## src/rtl/dma_irq_pkg.sv

```systemverilog
package dma_irq_pkg;
  typedef enum logic [1:0] {OP_PLAIN = 2'd0, OP_SET = 2'd1, OP_CLR = 2'd2, OP_NONE = 2'd3} aliasOpE;
  typedef enum logic [1:0] {SEL_CTRL = 2'd0, SEL_CPL = 2'd1, SEL_ERR = 2'd2, SEL_PEND = 2'd3} regSelE;

  typedef struct packed {
    logic        wrEn;
    regSelE      sel;
    aliasOpE     op;
    logic [31:0] data;
  } busStrobeT;

  function automatic logic [31:0] applyOp(logic [31:0] old, aliasOpE op, logic [31:0] data);
    case (op)
      OP_PLAIN: applyOp = data;
      OP_SET:   applyOp = old | data;
      OP_CLR:   applyOp = old & ~data;
      default:  applyOp = old;
    endcase
  endfunction
endpackage

```

## src/rtl/dma_irq_bus_ctrl.sv

```systemverilog
module dma_irq_bus_ctrl
  import dma_irq_pkg::*;
(
  input  logic [5:0]  addr,
  input  logic [31:0] wdata,
  input  logic        we,
  output busStrobeT   strobe
);
  always_comb begin
    strobe.sel  = regSelE'(addr[5:4]);
    strobe.op   = aliasOpE'(addr[3:2]);
    strobe.data = wdata;
    strobe.wrEn = we && (addr[5:4] != 2'd3) && (addr[3:2] != 2'd3) && (addr[1:0] == 2'd0);
  end
endmodule

```

## src/rtl/dma_irq_datapath.sv

```systemverilog
module dma_irq_datapath
  import dma_irq_pkg::*;
#(
  parameter int NUM_CH = 8,
  localparam int CHW = (NUM_CH > 1) ? $clog2(NUM_CH) : 1
) (
  input  logic              clk,
  input  logic              rstN,
  input  busStrobeT         strobe,
  input  logic [NUM_CH-1:0] cplPulse,
  input  logic [NUM_CH-1:0] errPulse,
  input  logic [NUM_CH-1:0] errIsBus,
  output logic [31:0]       rdata,
  output logic [NUM_CH-1:0] chanFreeze,
  output logic [NUM_CH-1:0] chanGateOff,
  output logic [NUM_CH-1:0] chanReset,
  output logic              burstEn,
  output logic              burst8En,
  output logic              irq,
  output logic              evtValid,
  output logic              evtIsErr,
  output logic [CHW-1:0]    evtChan
);
  localparam int HALF = 16;
  localparam int GATE_LSB = 8;
  localparam logic [31:0] CH_ONES = (32'd1 << NUM_CH) - 32'd1;
  localparam logic [31:0] MASK_CTRL = CH_ONES | (CH_ONES << GATE_LSB) | (32'd3 << 28);
  localparam logic [31:0] MASK_FLAG = CH_ONES | (CH_ONES << HALF);

  logic [31:0] ctrlQ, cplQ, errQ;
  logic [31:0] ctrlNext, cplNext, errNext, rstWord;
  logic [NUM_CH-1:0] rstQ, rstNext, effErr, effErrQ, cplVec, enVec, errVec, busVec;
  logic wrCtrl, wrCpl, wrErr;
  logic [2*NUM_CH-1:0] evtVec;
  logic [31:0] evtWord, busSet;

  always_comb begin
    wrCtrl = strobe.wrEn && (strobe.sel == SEL_CTRL);
    wrCpl  = strobe.wrEn && (strobe.sel == SEL_CPL);
    wrErr  = strobe.wrEn && (strobe.sel == SEL_ERR);

    ctrlNext = wrCtrl ? (applyOp(ctrlQ, strobe.op, strobe.data) & MASK_CTRL) : ctrlQ;
    rstWord  = wrCtrl ? applyOp(32'd0, strobe.op, strobe.data) : 32'd0;

    busSet  = 32'(errPulse & errIsBus) << HALF;
    cplNext = (wrCpl ? (applyOp(cplQ, strobe.op, strobe.data) & MASK_FLAG) : cplQ)
              | 32'(cplPulse);
    errNext = (wrErr ? (applyOp(errQ, strobe.op, strobe.data) & MASK_FLAG) : errQ)
              | 32'(errPulse) | busSet;

    cplVec = cplQ[NUM_CH-1:0];
    enVec  = cplQ[HALF +: NUM_CH];
    errVec = errQ[NUM_CH-1:0];
    busVec = errQ[HALF +: NUM_CH];
    effErr = (errVec & busVec) | (errVec & ~busVec & ~cplVec);

    rstNext = rstWord[HALF +: NUM_CH] | (effErr & ~effErrQ);
  end

  always_ff @(posedge clk) begin
    if (!rstN) begin
      ctrlQ   <= '0;
      cplQ    <= '0;
      errQ    <= '0;
      rstQ    <= '0;
      effErrQ <= '0;
    end else begin
      ctrlQ   <= ctrlNext;
      cplQ    <= cplNext;
      errQ    <= errNext;
      rstQ    <= rstNext;
      effErrQ <= effErr;
    end
  end

  // priority encoder: highest index of {errors, completions} wins
  always_comb begin
    evtVec   = {effErr, cplVec};
    evtValid = 1'b0;
    evtIsErr = 1'b0;
    evtChan  = '0;
    for (int i = 0; i < 2 * NUM_CH; i++) begin
      if (evtVec[i]) begin
        evtValid = 1'b1;
        evtIsErr = (i >= NUM_CH);
        evtChan  = CHW'(i % NUM_CH);
      end
    end
    evtWord = {evtValid, 22'd0, evtIsErr, 8'(evtChan)};
  end

  always_comb begin
    case (strobe.sel)
      SEL_CTRL: rdata = ctrlQ | (32'(rstQ) << HALF);
      SEL_CPL:  rdata = cplQ;
      SEL_ERR:  rdata = errQ;
      default:  rdata = evtWord;
    endcase
  end

  assign chanFreeze  = ctrlQ[NUM_CH-1:0];
  assign chanGateOff = ctrlQ[GATE_LSB +: NUM_CH];
  assign burstEn     = ctrlQ[28];
  assign burst8En    = ctrlQ[29];
  assign chanReset   = rstQ;
  assign irq         = (|(cplVec & enVec)) | (|effErr);

  // an incoming completion is never lost, even against a clear
  p_cpl_event_wins_r6: assert property (@(posedge clk) disable iff (!rstN)
    (|cplPulse) |=> ((cplQ[NUM_CH-1:0] & $past(cplPulse)) == $past(cplPulse)));

  // an incoming error is never lost
  p_err_event_wins_r6: assert property (@(posedge clk) disable iff (!rstN)
    (|errPulse) |=> ((errQ[NUM_CH-1:0] & $past(errPulse)) == $past(errPulse)));

  // any effective error raises the interrupt
  p_err_raises_irq_r8: assert property (@(posedge clk) disable iff (!rstN)
    (|effErr) |-> irq);

  // the reported event points at a set bit
  p_enc_points_set_r9: assert property (@(posedge clk) disable iff (!rstN)
    evtValid |-> (evtIsErr ? effErr[evtChan] : cplVec[evtChan]));

  // a newly effective error resets its channel on the next cycle
  p_auto_reset_r10: assert property (@(posedge clk) disable iff (!rstN)
    ((effErr & ~effErrQ) != '0) |=>
      ((rstQ & $past(effErr & ~effErrQ)) == $past(effErr & ~effErrQ)));
endmodule

```

## src/rtl/dma_irq_status.sv

```systemverilog
module dma_irq_status
  import dma_irq_pkg::*;
#(
  parameter int NUM_CH = 8,
  localparam int CHW = (NUM_CH > 1) ? $clog2(NUM_CH) : 1
) (
  input  logic              clk,
  input  logic              rstN,
  input  logic [5:0]        addr,
  input  logic [31:0]       wdata,
  input  logic              we,
  output logic [31:0]       rdata,
  input  logic [NUM_CH-1:0] cplPulse,
  input  logic [NUM_CH-1:0] errPulse,
  input  logic [NUM_CH-1:0] errIsBus,
  output logic [NUM_CH-1:0] chanFreeze,
  output logic [NUM_CH-1:0] chanGateOff,
  output logic [NUM_CH-1:0] chanReset,
  output logic              burstEn,
  output logic              burst8En,
  output logic              irq,
  output logic              evtValid,
  output logic              evtIsErr,
  output logic [CHW-1:0]    evtChan
);
  busStrobeT strobe;

  dma_irq_bus_ctrl u_ctrl (
    .addr   (addr),
    .wdata  (wdata),
    .we     (we),
    .strobe (strobe)
  );

  dma_irq_datapath #(.NUM_CH(NUM_CH)) u_dp (
    .clk         (clk),
    .rstN        (rstN),
    .strobe      (strobe),
    .cplPulse    (cplPulse),
    .errPulse    (errPulse),
    .errIsBus    (errIsBus),
    .rdata       (rdata),
    .chanFreeze  (chanFreeze),
    .chanGateOff (chanGateOff),
    .chanReset   (chanReset),
    .burstEn     (burstEn),
    .burst8En    (burst8En),
    .irq         (irq),
    .evtValid    (evtValid),
    .evtIsErr    (evtIsErr),
    .evtChan     (evtChan)
  );
endmodule

```

## config.mk

```make
export PLATFORM = sky130hd
export DESIGN_NAME = dma_irq_status
export DESIGN_NICKNAME = d
export VERILOG_FILES = /design/src/rtl/dma_irq_pkg.sv /design/src/rtl/dma_irq_bus_ctrl.sv /design/src/rtl/dma_irq_datapath.sv /design/src/rtl/dma_irq_status.sv
export SDC_FILE = /design/constraint.sdc
export NUM_CORES = 1
export LEC_CHECK = 0
export BUFFER_PORTS_ARGS = -buffer_cell sky130_fd_sc_hd__buf_2
export CAP_MARGIN = 20
export CORE_AREA = 2 2 88 90
export DETAILED_ROUTE_END_ITERATION = 10
export DIE_AREA = 0 0 90 92
export GPL_TIMING_DRIVEN = 1
export PLACE_DENSITY = 0.79
export SETUP_SLACK_MARGIN = 0.5
export SYNTH_ARGS = -nofsm -noshare
export SYNTH_HDL_FRONTEND = slang
export SYNTH_HIERARCHICAL = 1
export SYNTH_SLANG_ARGS = --single-unit
```

## constraint.sdc

```tcl
create_clock -name clk -period 4.4 [get_ports clk]
set_clock_uncertainty 0.2 [all_clocks]
set_input_delay 0.22 -clock clk [delete_from_list [all_inputs] [get_ports clk]]
set_output_delay 0.22 -clock clk [all_outputs]
set_load 0.01 [all_outputs]
```

## Word-level counts from Yosys, hierarchy flattened

Cells that the tools add are included.

- Bits in registers: 98
- Bits in latches: 0
- Memory bits (writable): 0
- Bits in read-only memories: 0
- Input bits: 65
- Output and inout bits: 64
- Word-level logic and storage cells: 95
- Memories kept: 0

- Add/subtract/negate cells: 0
- Multiply operators: 0
- Div/mod/pow operators: 0
- Magnitude comparators: 0
- Equal/unequal tests: 6
- Shift operators: 0
- Mux-type cells: 47
- Bitwise operators: 23
- Reduce and logical (&&, ||, !) cells: 14

Operators by type and width:

| kind | count |
|---|---|
| $pmux W24 S3 | 2 |
| $pmux W32 S3 | 1 |
| $pmux W30 S3 | 1 |
| $mux W32 | 2 |
| $or A32 B8 Y32 | 2 |
| $and A24 B24 Y24 | 2 |
| $and A8 B8 Y8 | 6 |
| $mux W24 | 2 |
| $or A24 B24 Y24 | 2 |
| $mux W3 | 12 |
| $or A32 B32 Y32 | 1 |
| $and A30 B30 Y30 | 1 |
| $not A30 Y30 | 1 |
| $or A30 B24 Y30 | 1 |
| $or A30 B30 Y30 | 1 |
| $mux W1 | 25 |
| $not A8 Y8 | 3 |
| $or A8 B8 Y8 | 2 |
| $reduce_or A8 Y1 | 2 |
| $logic_and A1 B1 Y1 | 6 |
| $logic_not A2 Y1 | 3 |
| $eq A2 B1 Y1 const B | 2 |
| $eq A2 B2 Y1 const B | 2 |
| $mux W2 | 2 |
| 5 further kinds | 6 |

## Depth between registers and ports, before layout

- Word-level depth: 17
- Gate-level depth with buffers: 8
- Mapped depth without buffers: 6

## By module

The synthesis kept the hierarchy.

By module, submodules not included:

| module | times used | cells an instance | area each (µm²) | sequential area each (µm²) |
|---|---|---|---|---|
| dma_irq_datapath | 1 | 431 | 3303.2 | 1321.3 |
| dma_irq_bus_ctrl | 1 | 39 | 287.8 | 0.0 |

## Worst setup path after synthesis

OpenSTA, ideal clock, no wires.

- Kind: flip-flop to output port
- From: register u_dp.cplQ[2]
- To: output rdata[1]
- Data arrival time: 1536 ps
- Required time: 3980 ps
- Slack: 2444 ps
- Stages on the path, launching flop included: 6
- Buffers on the path: 0
- Path through: dfxtp_1 > inv_2 > o21a_1 > a311oi_1 > o211ai_1 > mux4_2

- Longest elaborated chain between the ends: 15
- Elaborated cells between the ends (all ways): 18
- Classes of those cells: mux (15); bitwise (3)

Ends and longest elaborated chain:

| item | RTL line | RTL |
|---|---|---|
| from (decl) | dma_irq_datapath.sv:30 | `logic [31:0] ctrlQ, cplQ, errQ;` |
| from (signal assigned) | dma_irq_datapath.sv:69 | `cplQ <= cplNext;` |
| $mux W2 (2 in series) | dma_irq_datapath.sv:83 | `if (evtVec[i]) begin` |
| $mux W3 (6 in series) | dma_irq_datapath.sv:83 |  |
| $mux W3 (*) (6 in series) | dma_irq_datapath.sv:83 |  |
| via evtChan[1] | dma_irq_status.sv:24 | `output logic [CHW-1:0] evtChan` |
| $pmux W32 S3 (*) | dma_irq_datapath.sv:93 | `case (strobe.sel)` |
| to (decl) | dma_irq_status.sv:12 | `output logic [31:0] rdata,` |

Mark *: on every way through the listed nets, which the timed path passes. The rest lies on a longest branch.

## Final worst setup path

- From: input addr[5]
- To: register u_dp.errQ[23]

- Longest elaborated chain between the ends: 8
- Elaborated cells between the ends (all ways): 9
- Classes of those cells: eq/ne (2); mux (1); bitwise (2); reduce/logical (4)

Ends and longest elaborated chain:

| item | RTL line | RTL |
|---|---|---|
| from (decl) | dma_irq_status.sv:9 | `input logic [5:0] addr,` |
| $ne A2 B2 Y1 | dma_irq_bus_ctrl.sv:13 | `strobe.wrEn = we && (addr[5:4] != 2'd3) && (addr[3:2] != 2'd3) && (addr[1:0] == 2'd0);` |
| $logic_and A1 B1 Y1 (3 in series) | dma_irq_bus_ctrl.sv:13 |  |
| $logic_and A1 B1 Y1 (*) | dma_irq_datapath.sv:40 | `wrErr = strobe.wrEn && (strobe.sel == SEL_ERR);` |
| $mux W32 (*) | dma_irq_datapath.sv:48 | `errNext = (wrErr ? (applyOp(errQ, strobe.op, strobe.data) & MASK_FLAG) : errQ)` |
| $or A32 B8 Y32 (*) | dma_irq_datapath.sv:49 | `\| 32'(errPulse) \| busSet;` |
| $or A32 B32 Y32 (*) | dma_irq_datapath.sv:49 |  |
| to (signal assigned) | dma_irq_datapath.sv:70 | `errQ <= errNext;` |
| to (decl) | dma_irq_datapath.sv:30 |  |

Every way passes the cells marked *; elsewhere a longest branch is shown, timed or not.
A chain may end at the register's enable or synchronous reset.

==> run summary <==
status -> completed
Clock Power Share -> 35.6%
RR Startpoint -> u_dp/cplQ[2]$_SDFF_PN0_
Slew @ Worst Pin -> 0.8240 ns
Final Hold Violating Endpoints -> 0
Max VDD drop -> 0.1836 mV
leakage power -> 2.072 nW
Sink Count -> 66
Setup Viol. Count Final -> 0
DR iter-0 viols -> 365
min cycle time layout -> 2.654 ns
CP Cell Sequence -> buf_2 > and2b_2 > nand2_1 > nor2_2 > a22oi_1 > a21oi_1
global-route wire length before repair -> 17.42 mm
Worst Setup Start Kind -> input pin
GRT Total Usage -> 26.36%
Cells after Synth -> 464
vias in the first global route -> 3523
CTS buffer count -> 9
reg-to-reg endpoint -> u_dp/chanReset[2]$_SDFF_PN0_
Mean Syn Cell Area -> 7.642 um^2
DR pass1 iterations -> 5
Wirelength per Cell -> 16.39 um
Post-CTS Setup Bufs -> 0
Vias -> 3841
root buffer cell -> clkbuf_8
placer congestion estimate -> 0.8921
met1 WL -> 4.773 mm
sw frac -> 27.21%
Clock Tree Buf Depth -> 2
DRT antenna net count -> 0
met3 WL -> 897 um
# IOs -> 129
hpwl dp -> 7.628 mm
Area growth syn-to-layout -> 28.19%
PwrDens -> 303.7 nW/um^2
largest net degree at the start of global routing -> 67
Post-CTS Resized -> 0
pre-CTS WS -> 1.506 ns
Top delay family on crit path -> simple AND/OR/NAND/NOR gates
slew margin rel. -> 45.01%
Crit path arrival time -> 2.71 ns
nets@finish -> 648
layout cells sized above 1 -> 25.04%
ANT cells -> 0
Max Used Layer -> met4
part of the cycle the worst path needs -> 60.32%
Max Slew Vio Count -> 0
Worst Path Required -> 4.46 ns
sequential power share -> 46.9%
Die X -> 90 um
Switch Pwr -> 0.3756 mW
WP buf/inv -> 1
Via density -> 5.575
Synth Warn # -> 6
Initial Utilization -> 47.61%
CP max FO -> 21
critical path capture point type -> register
R2R cell count -> 5
initial antenna violation count -> 0
fin worst setup slack -> 1.746 ns
fill cell count -> 664
Core ar. -> 7447 um^2
WL met2 -> 5.430 mm
Port Buffers -> 117
std cell rows -> 32
crit-path max cell delay -> 0.81 ns
Hold Startpoint -> errIsBus[6]
H-tree depth -> 3
logic gate share of total power -> 17.4%
TNS Setup -> 0 ns
GRT Residual Overflow -> 0
R2R Setup Slk -> 2.91 ns
maximum clock rate -> 0.3768 GHz
Int Power -> 1.005 mW
DRC viols -> 0
Worst path slowest cell -> nor2_2
clock insertion delay at the later pin of the skew report -> 0.33 ns
Max Cap Violations -> 0
RSZ-0062 raised after global routing -> false
Routed WL -> 11.29 mm
Worst Hold Depth -> 3
die footprint -> 8280 um^2
Hold Crit Endpoint -> u_dp/errQ[22]$_SDFF_PN0_
mapped cell area -> 3546 um^2
CTS clk-pin slew, worst paths -> 0.07 ns
TritonCTS clock tree -> built
fin util -> 61.04%
crit path kind -> input pin to register
die height -> 92 um
Hold Path Class -> input pin to register
## sequential cells by signal, summed over array words and instances (netlist names)
name,flops
u_dp/ctrlQ,18
u_dp/cplQ,16
u_dp/errQ,16
u_dp/chanReset,8
u_dp/effErrQ,8
## cell type report
type / count / area, um^2 / area share [%]
Multi-Input combinational cell: 318 / 1778 / 39.11
Sequential cell: 66 / 1321 / 29.07
Timing Repair Buffer: 164 / 1044 / 22.96
Clock buffer: 12 / 145.1 / 3.193
Tap cell: 102 / 127.6 / 2.808
Inverter: 24 / 90.09 / 1.982
Clock inverter: 3 / 40.04 / 0.8808
## repair_timing
item                                    CTS  global route
hold buffers                             42             0
endpoints found under the hold margin    50             0
endpoints found under the setup margin    0             0
## layout by cell type, fill, tap and decap left out, types with 13 or more instances in the layout
master / instances
a21o_1: 16
o21ai_0: 66
dlygate4sd3_1: 42
nor2_1: 30
a21oi_1: 74
nand2_1: 46
mux2i_1: 13
inv_1: 21
dfxtp_1: 66
buf_2: 117
## power groups by stage
stage | sequential [mW] | clock (mW) | combinational [mW]
floorplan | 0.654 | 0 | 0.150
global placement | 0.659 | 0 | 0.203
detailed placement | 0.660 | 0 | 0.207
CTS | 0.646 | 0.500 | 0.237
global route | 0.650 | 0.523 | 0.261
finish | 0.648 | 0.492 | 0.240
## per-stage QoR
step | instance area (um^2) | cells | total power, mW | hold WS, ns
after global placement | 3940 | 632 | 0.8615 | 0.2671
after detailed placement | 3940 | 632 | 0.8672 | 0.2843
after floorplan | 3561 | 468 | 0.8037 | 0.1892
after CTS | 4546 | 689 | 1.383 | 0.0007939
final | 4546 | 689 | 1.380 | 0.005440
after global routing | 4546 | 689 | 1.434 | 0.01197
## worst max path at each step
stage | startpoint | endpoint | slack (ns) | cells past startpoint
after detailed placement | addr[5] | u_dp/errQ[18]$_SDFF_PN0_ | 1.51 | 6
final | addr[5] | u_dp/errQ[23]$_SDFF_PN0_ | 1.75 | 6
after floorplan | u_dp/cplQ[2]$_SDFF_PN0_ | rdata[1] | 2.44 | 5
after global placement | addr[5] | u_dp/errQ[18]$_SDFF_PN0_ | 1.56 | 6
after CTS | u_dp/cplQ[6]$_SDFF_PN0_ | rdata[2] | 1.78 | 6
after global routing | u_dp/cplQ[6]$_SDFF_PN0_ | rdata[2] | 1.63 | 6
## worst reg2reg max path, cell delays in order (launching register included)
cell and delay, ns:
dfxtp_1 0.50, inv_2 0.07, o21ai_0 0.32, nor2_1 0.09, a21oi_1 0.12, nor2_1 0.06
## per-layer routing
metal  global-route usage (%)  vias to the layer above
met4                    9.615                        0
met3                    3.698                       20
met1                    34.13                     1793
met5                        0                        -
met2                    44.99                      216
li1                         -                     1812
(Power assumes the default switching activity.)
